--- src/rtl/kcw_pkg.sv ---
package kcw_pkg;
  typedef enum logic [1:0] {
    ACC_BYTE = 2'b00,
    ACC_WORD = 2'b01,
    ACC_LONG = 2'b10,
    ACC_RSVD = 2'b11
  } acc_size_e;

  localparam int          SET_W     = 12;
  localparam int          ADDR_W    = 8;
  localparam int          DATA_W    = 32;
  localparam logic [ADDR_W-1:0] SET_ADDR = 8'h00;
  localparam logic [ADDR_W-1:0] CLR_ADDR = 8'h04;
  localparam logic [DATA_W-1:0] CLR_KEY  = 32'h0000_0055;
endpackage

--- src/rtl/kcw_busdec.sv ---
module kcw_busdec
  import kcw_pkg::*;
(
  input  logic              wr_en,
  input  logic [ADDR_W-1:0] wr_addr,
  input  logic [1:0]        wr_size,
  input  logic [DATA_W-1:0] wr_data,
  output logic              set_load,
  output logic [SET_W-1:0]  set_value,
  output logic              base_clear
);
  acc_size_e size_e;

  always_comb begin
    size_e     = acc_size_e'(wr_size);
    set_load   = wr_en && (wr_addr == SET_ADDR);
    set_value  = wr_data[SET_W-1:0];
    // Key must match in all 32 bits and arrive as a full longword.
    base_clear = wr_en && (wr_addr == CLR_ADDR) &&
                 (size_e == ACC_LONG) && (wr_data == CLR_KEY);
  end
endmodule

--- src/rtl/kcw_prescaler.sv ---
module kcw_prescaler #(
  parameter int BASE_PERIOD = 262144,
  parameter int BASE_W      = $clog2(BASE_PERIOD)
) (
  input  logic              clk,
  input  logic              rst,
  input  logic              clear,
  output logic [BASE_W-1:0] count,
  output logic              tick
);
  localparam logic [BASE_W-1:0] LAST   = BASE_W'(BASE_PERIOD - 1);
  localparam bit                IS_POW2 = ((BASE_PERIOD & (BASE_PERIOD - 1)) == 0);

  generate
    if (IS_POW2) begin : g_pow2
      always_ff @(posedge clk) begin
        if (rst || clear) count <= '0;
        else              count <= count + 1'b1;
      end
    end else begin : g_any
      always_ff @(posedge clk) begin
        if (rst || clear)       count <= '0;
        else if (count == LAST) count <= '0;
        else                    count <= count + 1'b1;
      end
    end
  endgenerate

  assign tick = (count == LAST) && !clear;
endmodule

--- src/rtl/kcw_maincnt.sv ---
module kcw_maincnt #(
  parameter int SET_W = 12
) (
  input  logic             clk,
  input  logic             rst,
  input  logic             load,
  input  logic [SET_W-1:0] load_value,
  input  logic             tick,
  output logic [SET_W-1:0] count,
  output logic [SET_W-1:0] limit,
  output logic             ovf
);
  logic enabled;
  logic at_end;

  assign enabled = (limit != '0);
  assign at_end  = (count == limit - 1'b1);

  always_ff @(posedge clk) begin
    if (rst) begin
      count <= '0;
      limit <= '1;
      ovf   <= 1'b0;
    end else if (load) begin
      count <= '0;
      limit <= load_value;
      ovf   <= 1'b0;
    end else begin
      ovf <= 1'b0;
      if (tick && enabled) begin
        if (at_end) begin
          count <= '0;
          ovf   <= 1'b1;
        end else begin
          count <= count + 1'b1;
        end
      end
    end
  end
endmodule

--- src/rtl/kcw_top.sv ---
module kcw_top
  import kcw_pkg::*;
#(
  parameter int BASE_PERIOD = 262144,
  parameter int BASE_W      = $clog2(BASE_PERIOD)
) (
  input  logic              clk,
  input  logic              rst,
  input  logic              wr_en,
  input  logic [7:0]        wr_addr,
  input  logic [1:0]        wr_size,
  input  logic [31:0]       wr_data,
  output logic              ovf_pulse,
  output logic [BASE_W-1:0] base_count,
  output logic [11:0]       main_count,
  output logic [11:0]       setting
);
  logic             set_load;
  logic [SET_W-1:0] set_value;
  logic             base_clear;
  logic             base_tick;

  kcw_busdec u_dec (
    .wr_en      (wr_en),
    .wr_addr    (wr_addr),
    .wr_size    (wr_size),
    .wr_data    (wr_data),
    .set_load   (set_load),
    .set_value  (set_value),
    .base_clear (base_clear)
  );

  kcw_prescaler #(.BASE_PERIOD(BASE_PERIOD), .BASE_W(BASE_W)) u_pre (
    .clk   (clk),
    .rst   (rst),
    .clear (base_clear),
    .count (base_count),
    .tick  (base_tick)
  );

  kcw_maincnt #(.SET_W(SET_W)) u_main (
    .clk        (clk),
    .rst        (rst),
    .load       (set_load),
    .load_value (set_value),
    .tick       (base_tick),
    .count      (main_count),
    .limit      (setting),
    .ovf        (ovf_pulse)
  );
endmodule

--- config.mk ---
export PLATFORM = sky130hd
export DESIGN_NAME = kcw_top
export DESIGN_NICKNAME = d
export VERILOG_FILES = /design/src/rtl/kcw_pkg.sv /design/src/rtl/kcw_busdec.sv /design/src/rtl/kcw_prescaler.sv /design/src/rtl/kcw_maincnt.sv /design/src/rtl/kcw_top.sv
export SDC_FILE = /design/constraint.sdc
export NUM_CORES = 1
export LEC_CHECK = 0
export BUFFER_PORTS_ARGS = -buffer_cell sky130_fd_sc_hd__buf_2
export CORE_MARGIN = 1
export CORE_UTILIZATION = 51
export DETAILED_ROUTE_END_ITERATION = 7
export PLACE_DENSITY_LB_ADDON = 0.25
export SLEW_MARGIN = 10
export SYNTH_ARGS = -nofsm -noshare
export SYNTH_HDL_FRONTEND = slang
export SYNTH_HIERARCHICAL = 1
export SYNTH_SLANG_ARGS = --single-unit
--- constraint.sdc ---
create_clock -name clk -period 4.7 [get_ports clk]
set_clock_uncertainty 0.15 [all_clocks]
set_input_delay 0 -clock clk [delete_from_list [all_inputs] [get_ports clk]]
set_output_delay 0 -clock clk [all_outputs]
set_load 0.005 [all_outputs]
# After elaboration in Yosys (flattened, before gate mapping)

Cells that the tools add are included.
W data, S select, Z words.

Register bits: 43
Input bits: 45
Output and inout port bits: 43
Word-level logic and storage cells: 27

Add/subtract/negate cells: 3
Equality and inequality tests: 5
Muxes and demuxes: 2
Bitwise operators: 1
Reductions and logical operators: 12

Operators with widths:

| operator                | count |
|---|---|
| $eq A32 B7 Y1 const B   | 1 |
| $add A18 B1 Y18 const B | 1 |
| $eq A18 B18 Y1 const B  | 1 |
| $add A12 B1 Y12 const B | 1 |
| $eq A12 B12 Y1          | 1 |
| $mux W12                | 1 |
| $reduce_bool A12 Y1     | 1 |
| $sub A12 B1 Y12 const B | 1 |
| $eq A8 B3 Y1 const B    | 1 |
| $logic_not A8 Y1        | 1 |
| $logic_and A1 B1 Y1     | 6 |
| $reduce_or A3 Y1        | 1 |
| $eq A2 B2 Y1 const B    | 1 |
| $reduce_or A2 Y1        | 1 |
| $logic_not A1 Y1        | 1 |
| $logic_or A1 B1 Y1      | 1 |
| $mux W1                 | 1 |
| $not A1 Y1              | 1 |

# Depth between registers and ports, before layout

Gate-level depths: netlist (run 1).

Depth in word-level cells: 9
Mapped depth: 10
Depth with buffers taken out: 10

# By module

The synthesis (run 1) kept the hierarchy.

By module, submodules not included:

| module        | instances | cells an instance | area an instance (um2) | seq. area each (um2) |
|---|---|---|---|---|
| kcw_maincnt   | 1         | 160               | 1615.3                 | 500.5 |
| kcw_prescaler | 1         | 90                | 804.5                  | 360.3 |
| kcw_busdec    | 1         | 29                | 231.5                  | 0.0 |

# Worst setup path before layout (run 1)

Ideal clock, no wire load.

Path kind: reg2reg
Start point: register u_pre.count[8]
End point: register u_main.count[9]
Setup time: 0.139 ns
Data arrival time: 2.194 ns
Data required time: 4.411 ns
Slack: 2.217 ns
Cell stages (with the launch flop): 9
Buffers on the path: 0
Clock period less this slack: 2.483 ns
Cells stage by stage: dfxtp_1 > and3_4 > nand3_1 > nor4_1 > nand4_1 > or2_2 > nor4b_2 > xnor2_1 > a211oi_2

Word-level cells in the longest chain between the ends: 3

Ends and longest elaborated chain:

| what                   | line                | text |
|---|---|---|
| start, declared        | kcw_prescaler.sv:8  | `output logic [BASE_W-1:0] count,` |
| start signal, assigned | kcw_prescaler.sv:18 | `else count <= count + 1'b1;` |
| $eq A18 B18 Y1         | kcw_prescaler.sv:29 | `assign tick = (count == LAST) && !clear;` |
| $logic_and A1 B1 Y1    | kcw_prescaler.sv:29 |  |
| via base_tick          | kcw_top.sv:21       | `logic base_tick;` |
| $logic_and A1 B1 Y1    | kcw_maincnt.sv:30   | `if (tick && enabled) begin` |
| end signal, assigned   | kcw_maincnt.sv:35   | `count <= count + 1'b1;` |
| end, declared          | kcw_maincnt.sv:9    | `output logic [SET_W-1:0] count,` |

The timed path passes the listed nets, and every way through them passes these cells.
A chain may end at the register's enable or synchronous reset.

# Worst setup path in the final report (run 1)

Start point: register u_pre.count[2]
End point: register u_main.count[0]

Same word-level chain as after synthesis.

==> results of run 1 <==
==> cells in the mapped netlist (6+ instances only) <==
library cell,number
mux2i_1,11
inv_1,6
a211oi_2,11
nor4_1,6
xor2_1,15
buf_4,16
nand4_1,11
nor2_1,19
nand3_1,7
a21oi_1,6
and3_1,6
xnor2_1,19
nand2_1,24
dfxtp_1,43
==> state kept, by name, indices dropped and copies added, names as in the netlist <==
name          cells
u_main/count     12
u_main/limit     12
u_pre/count      18
u_main/ovf        1
==> power groups by stage <==
stage | clock network, µW | logic [µW] | registers, µW
2_1_floorplan | 0 | 21.6 | 377
3_3_place_gp | 0 | 38.6 | 377
3_5_place_dp | 0 | 38.9 | 377
4_1_cts | 259 | 47.5 | 369
5_1_grt | 277 | 53.3 | 369
6_report | 255 | 48.4 | 369
==> area by class of cell <==
cell class / instances / area share (%)
clock buffers: 8 / 3.03
inverters: 6 / 0.681
multi-input cells: 204 / 47.7
flip-flops and latches: 43 / 26.0
well taps: 67 / 2.54
repair buffers: 110 / 20.1
==> worst max-delay path, cell delays in order, from the launching register on <==
cell and delay, ns:
dfxtp_1 0.41, and3_1 0.36, nand2_1 0.14, nor4_1 0.71
o2111ai_1 0.31, a2111oi_4 0.94, a211oi_1 0.18
==> metal layers <==
| metal | vias up | part of all wire, % | wire length [µm] |
|---|---|---|---|
| met5 | - | 0 | 0 |
| met4 | 0 | 1.1 | 73 |
| met3 | 6 | 3.7 | 242 |
| met2 | 67 | 52 | 3430 |
| met1 | 1143 | 43 | 2810 |
| li1 | 1183 | - | - |
==> through the flow <==
stage | cell area, µm² | cells
final | 3310 | 438
after global routing | 3310 | 438
after CTS | 3310 | 438
after detailed placement | 2990 | 408
after global placement | 2990 | 408
after floorplan | 2650 | 279
==> timing repair <==
item	4_1_cts	5_1_grt
hold buffers	22	0
endpoints found under the hold margin	14	0
setup endpoints to repair	0	0
==> cells by family after synthesis <==
logic type / count (synthesis) / share of synthesized area [%]
buffers and inverters: 32 / 8.12
multiplexers: 11 / 4.15
XOR/XNOR: 35 / 11.8
adder cells (fa/ha/maj): 3 / 1.42
AO/OA/AOI/OAI: 38 / 13.2
flip-flops: 43 / 32.5
AND/OR/NAND/NOR: 117 / 28.8
==> path summary, 6_finish.rpt <==
path                                      from         endpoint  slack [ns]  cells after the start
worst max-delay path            u_pre/count[2]  u_main/count[0]        1.31                      6
worst min-delay path                wr_addr[2]  u_main/limit[0]        0.09                      4
worst max register to register  u_pre/count[2]  u_main/count[0]        1.31                      6
worst min register to register  u_pre/count[0]   u_pre/count[0]        0.32                      1
==> results.json, run 1 <==
{
  "layout_common_cells": "buf_2, dfxtp_1, nand2_1",
  "ys_top_cells_by_area": "dfxtp_1, xnor2_1, a211oi_2",
  "gr-usage-met1_pct": 29.5,
  "hold_slack_ns": 0.0886,
  "clk_path_buf_depth": 2,
  "fin_util_pct": 68.2,
  "first_global_vias": 2345,
  "ant_nets": 0,
  "antenna_found_initial": 0,
  "grtUsageMet3_pct": 3.79,
  "hp-class": "in -> reg",
  "cts_setup_buffers": 0,
  "crit_type": "reg -> reg",
  "ys_warn_count": 6,
  "ys_ff_latch": 43,
  "register_area_um2": 861,
  "period_share_pct": 72.0,
  "cts_sinks": 43,
  "clock-root-buffer": "clkbuf_8",
  "seqPwrFrac_pct": 54.8,
  "cts_tree": "yes",
  "diodes": 0,
  "drv_slew": 0,
  "busiest_layer": "met2",
  "min_period_ns": 3.39,
  "clk_pin_slew_worst_paths_ns": 0.09,
  "drive_above_1_share_pct": 35.6,
  "ios": 88,
  "avgRoutedWirePerCell_um": 15.0,
  "dieArea_mm2": 0.00549,
  "synth_ff_type": "dfxtp_1",
  "drc": 0,
  "drt_iter0_markers": 158,
  "p_leak_uw": 0.00128,
  "arrival_ns": 3.34,
  "num-fill-cells": 395,
  "p_sw_uw": 145,
  "clkLatencyLatePin_ns": 0.29,
  "yosysSeqAreaShare_pct": 32.5,
  "synthArstFlopShare_pct": 0,
  "fp.dieW_um": 74.1,
  "fin_setup_tns_ns": 0,
  "dp_slack_ns": 1.37,
  "via_count": 2399,
  "startpoint_type": "register",
  "ctsResizeCount": 0,
  "critPathCaptureType": "register",
  "crit_fanout": 13,
  "htreeDepth": 2,
  "rsz0062_at_grt": "false",
  "outcome": "completed",
  "area_delta_synth_final_pct": 24.7,
  "grt-ovfl-total": 0,
  "hpwl_mm": 4.59,
  "synth_top_area_share_pct": 32.5,
  "internal_power_uw": 528,
  "ir_worst_vdd_v": 0.000227,
  "grt_max_degree": 18,
  "routed_wl_mm": 6.55,
  "row_count": 25,
  "port_buffers": 87,
  "cts_buffers": 5,
  "crit_required_ns": 4.66,
  "total_power_uw": 673,
  "synth_edf_count": 0,
  "synth_nets": 327,
  "power.density_mw_per_mm2": 203,
  "grt_use_total_pct": 24.6,
  "fin_nets": 418,
  "relSlewSlack_pct": 22.5,
  "postSynthCellCount": 279,
  "postSynthAreaPerCell_um2": 9.50,
  "synth_area_mm2": 0.00265,
  "setup_slack_ns": 1.31,
  "dr.pass1.iters": 4,
  "final-setup-viol-count": 0,
  "tightest_slew_ns": 1.16,
  "hold_viol": 0,
  "met2_usage_pct": 45.7,
  "grt_pass1_wl_mm": 10.6,
  "layout_commonest_cell": "buf_2",
  "synth_cell_types": 53,
  "pwr-share-clk_pct": 38.0,
  "maxCapViolCount": 0,
  "core_area_mm2": 0.00485,
  "multi_input_comb_area_mm2": 0.00158,
  "routabilityCongestion": 0.764,
  "post_drt_via_cell_ratio": 5.48,
  "initial_utilization_pct": 54.7,
  "swShare_pct": 21.5,
  "synth_top_cell_by_area": "dfxtp_1",
  "die_h_um": 74.1,
  "combPwrFrac_pct": 7.2,
  "timing.fmax_ghz": 0.295
}
Note: power is estimated with default switching activity, not from simulation.
==> inputs of run 2 (changes only) <==
clock period = 3.5 ns   (was 4.7 ns; I/O delays follow)
==> run 2 against run 1 <==
Global-route usage shrank 0.072 points; non-clock buffer count up 2; sequential share of layout area barely moved; largest cell class unchanged; setup slack got worse by 0.61 ns; hold slack lost 0.0072 ns; clock-buffer cell count fell by 2; cell area barely moved; largest power group unchanged.
==> results.json, run 2 (same netlist as run 1, synthesis figures left out) <==
{
  "reg2reg_setup_slack_ns": 0.71,
  "ctsResizeCount": 0,
  "period_share_pct": 79.8,
  "routabilityCongestion": 0.781,
  "cpPeakStageDelay_ns": 0.56,
  "ant_nets": 0,
  "row_count": 25,
  "post_drt_via_cell_ratio": 5.50,
  "cp.depth": 8,
  "fin_nets": 420,
  "cts_sinks": 43,
  "drt_iter0_markers": 103,
  "first_global_vias": 2288,
  "grt_use_total_pct": 24.5,
  "clkLatencyLatePin_ns": 0.30,
  "port_buffers": 87,
  "cts_tree": "yes",
  "reg_top3": "u_pre/count x18, u_main/count x12, u_main/limit x12",
  "drive_above_1_share_pct": 36.0,
  "clock-root-buffer": "clkbuf_8",
  "rsz0062_at_grt": "false",
  "hp-class": "in -> reg",
  "p_leak_uw": 0.00129,
  "cts_setup_buffers": 0,
  "crit_required_ns": 3.49,
  "crit_top_cell": "buf_4",
  "fin_util_pct": 68.2,
  "hold_slack_ns": 0.0814,
  "drc": 0,
  "dr.pass1.iters": 4,
  "clk_path_buf_depth": 2,
  "ios": 88,
  "critical-path-top-delay-family": "simple AND/OR/NAND/NOR gates",
  "layout_commonest_cell": "buf_2",
  "arrival_ns": 2.79,
  "hold_end": "u_main/limit[4]",
  "maxCapViolCount": 0,
  "fp.dieW_um": 74.1,
  "crit_fanout": 9,
  "min_period_ns": 2.79,
  "htreeDepth": 2,
  "cts_buffers": 5,
  "outcome": "completed",
  "hold_viol": 0,
  "final_cells": 439,
  "cpMaxStageDelayCell": "a2111oi_4",
  "startpoint_type": "register",
  "path_buf_inv": 2,
  "relSlewSlack_pct": 26.0,
  "hpwl_mm": 4.55,
  "via_count": 2414,
  "r2r-start": "u_pre/count[2]",
  "clk_pin_slew_worst_paths_ns": 0.08,
  "dieArea_mm2": 0.00549,
  "grt-ovfl-total": 0,
  "dp_slack_ns": 0.740,
  "grt_pass1_wl_mm": 10.3,
  "crit_path_start": "u_pre/count[2]",
  "fin_setup_tns_ns": 0,
  "crit_chain": "and3_1 -> nand2_1 -> nor4_1 -> buf_4 -> o2111ai_1 -> a2111oi_4 -> buf_4 -> a211oi_2",
  "ir_worst_vdd_v": 0.000180,
  "min_from": "wr_addr[2]",
  "final-setup-viol-count": 0,
  "top_register": "u_pre/count",
  "hold_depth": 5,
  "crit_type": "reg -> reg",
  "diodes": 0,
  "tightest_slew_ns": 1.11,
  "timing.rr.end": "u_main/count[4]",
  "timing.fmax_ghz": 0.358,
  "routed_wl_mm": 6.34,
  "avgRoutedWirePerCell_um": 14.4,
  "drv_slew": 0,
  "num-fill-cells": 393,
  "die_h_um": 74.1,
  "worst-r2r-cell-count": 8,
  "core_area_mm2": 0.00485,
  "critPathCaptureType": "register",
  "setup_slack_ns": 0.708,
  "area_delta_synth_final_pct": 24.8,
  "grt_max_degree": 18,
  "antenna_found_initial": 0,
  "largest_register_ffs": 18,
  "layout_common_cells": "buf_2, dfxtp_1, nand2_1",
  "initial_utilization_pct": 54.7,
  "power.density_mw_per_mm2": 266,
  "placedCellCount": 410
}
run 2: cell count changes in the layout (fill, tap and decap cells not counted):
cell	before	now
buf_4	1	3
clkinv_2	0	1
clkbuf_1	1	0
clkbuf_8	7	6
run 2: metal layers:
metal	up-vias	share of wire, %	GRT usage, %
li1	1190	-	-
met1	1143	42	27.8
met2	70	51	44.7
met3	11	4.9	5.01
met4	0	1.8	9.83
met5	-	0	0
run 2: what timing repair did:
item | in CTS | in global routing
endpoints found under the hold margin | 14 | 0
hold buffers | 22 | 0
endpoints found under the setup margin | 0 | 0
run 2: area by class of cell:
cell class | instances | area [µm²] | share of cell area [%]
Clock buffer | 6 | 82.6 | 2.50
Tap cell | 67 | 83.8 | 2.53
Inverter | 6 | 22.5 | 0.681
Sequential cell | 43 | 861 | 26.0
Clock inverter | 1 | 5.00 | 0.151
Timing Repair Buffer | 112 | 678 | 20.5
Multi-Input combinational cell | 204 | 1580 | 47.6
run 2: worst max-delay path by stage:
stage	slack, ns	to
after floorplan	1.02	u_main/count[9]
after global placement	0.83	u_main/count[0]
after detailed placement	0.74	u_main/count[4]
after CTS	0.72	u_main/count[4]
after global routing	0.53	u_main/count[0]
final	0.71	u_main/count[4]
run 2: worst reg2reg max path: stages (launching register included):
cell	delay (ns)
dfxtp_1	0.40
and3_1	0.37
nand2_1	0.14
nor4_1	0.31
buf_4	0.18
o2111ai_1	0.17
a2111oi_4	0.56
buf_4	0.28
a211oi_2	0.08
run 2: power by group:
part	leakage [µW]	switching (µW)	internal, µW
sequential	0.000347	2.96	492
clock	0.0000470	167	155
combinational	0.000895	27.3	36.8
total	0.00129	197	684
run 2: through the flow:
step | cell area, µm² | total power [µW]
2_1_floorplan | 2650 | 535
3_3_place_gp | 3000 | 558
3_5_place_dp | 3000 | 559
5_1_grt | 3310 | 917
6_report | 3310 | 881
4_1_cts | 3310 | 888
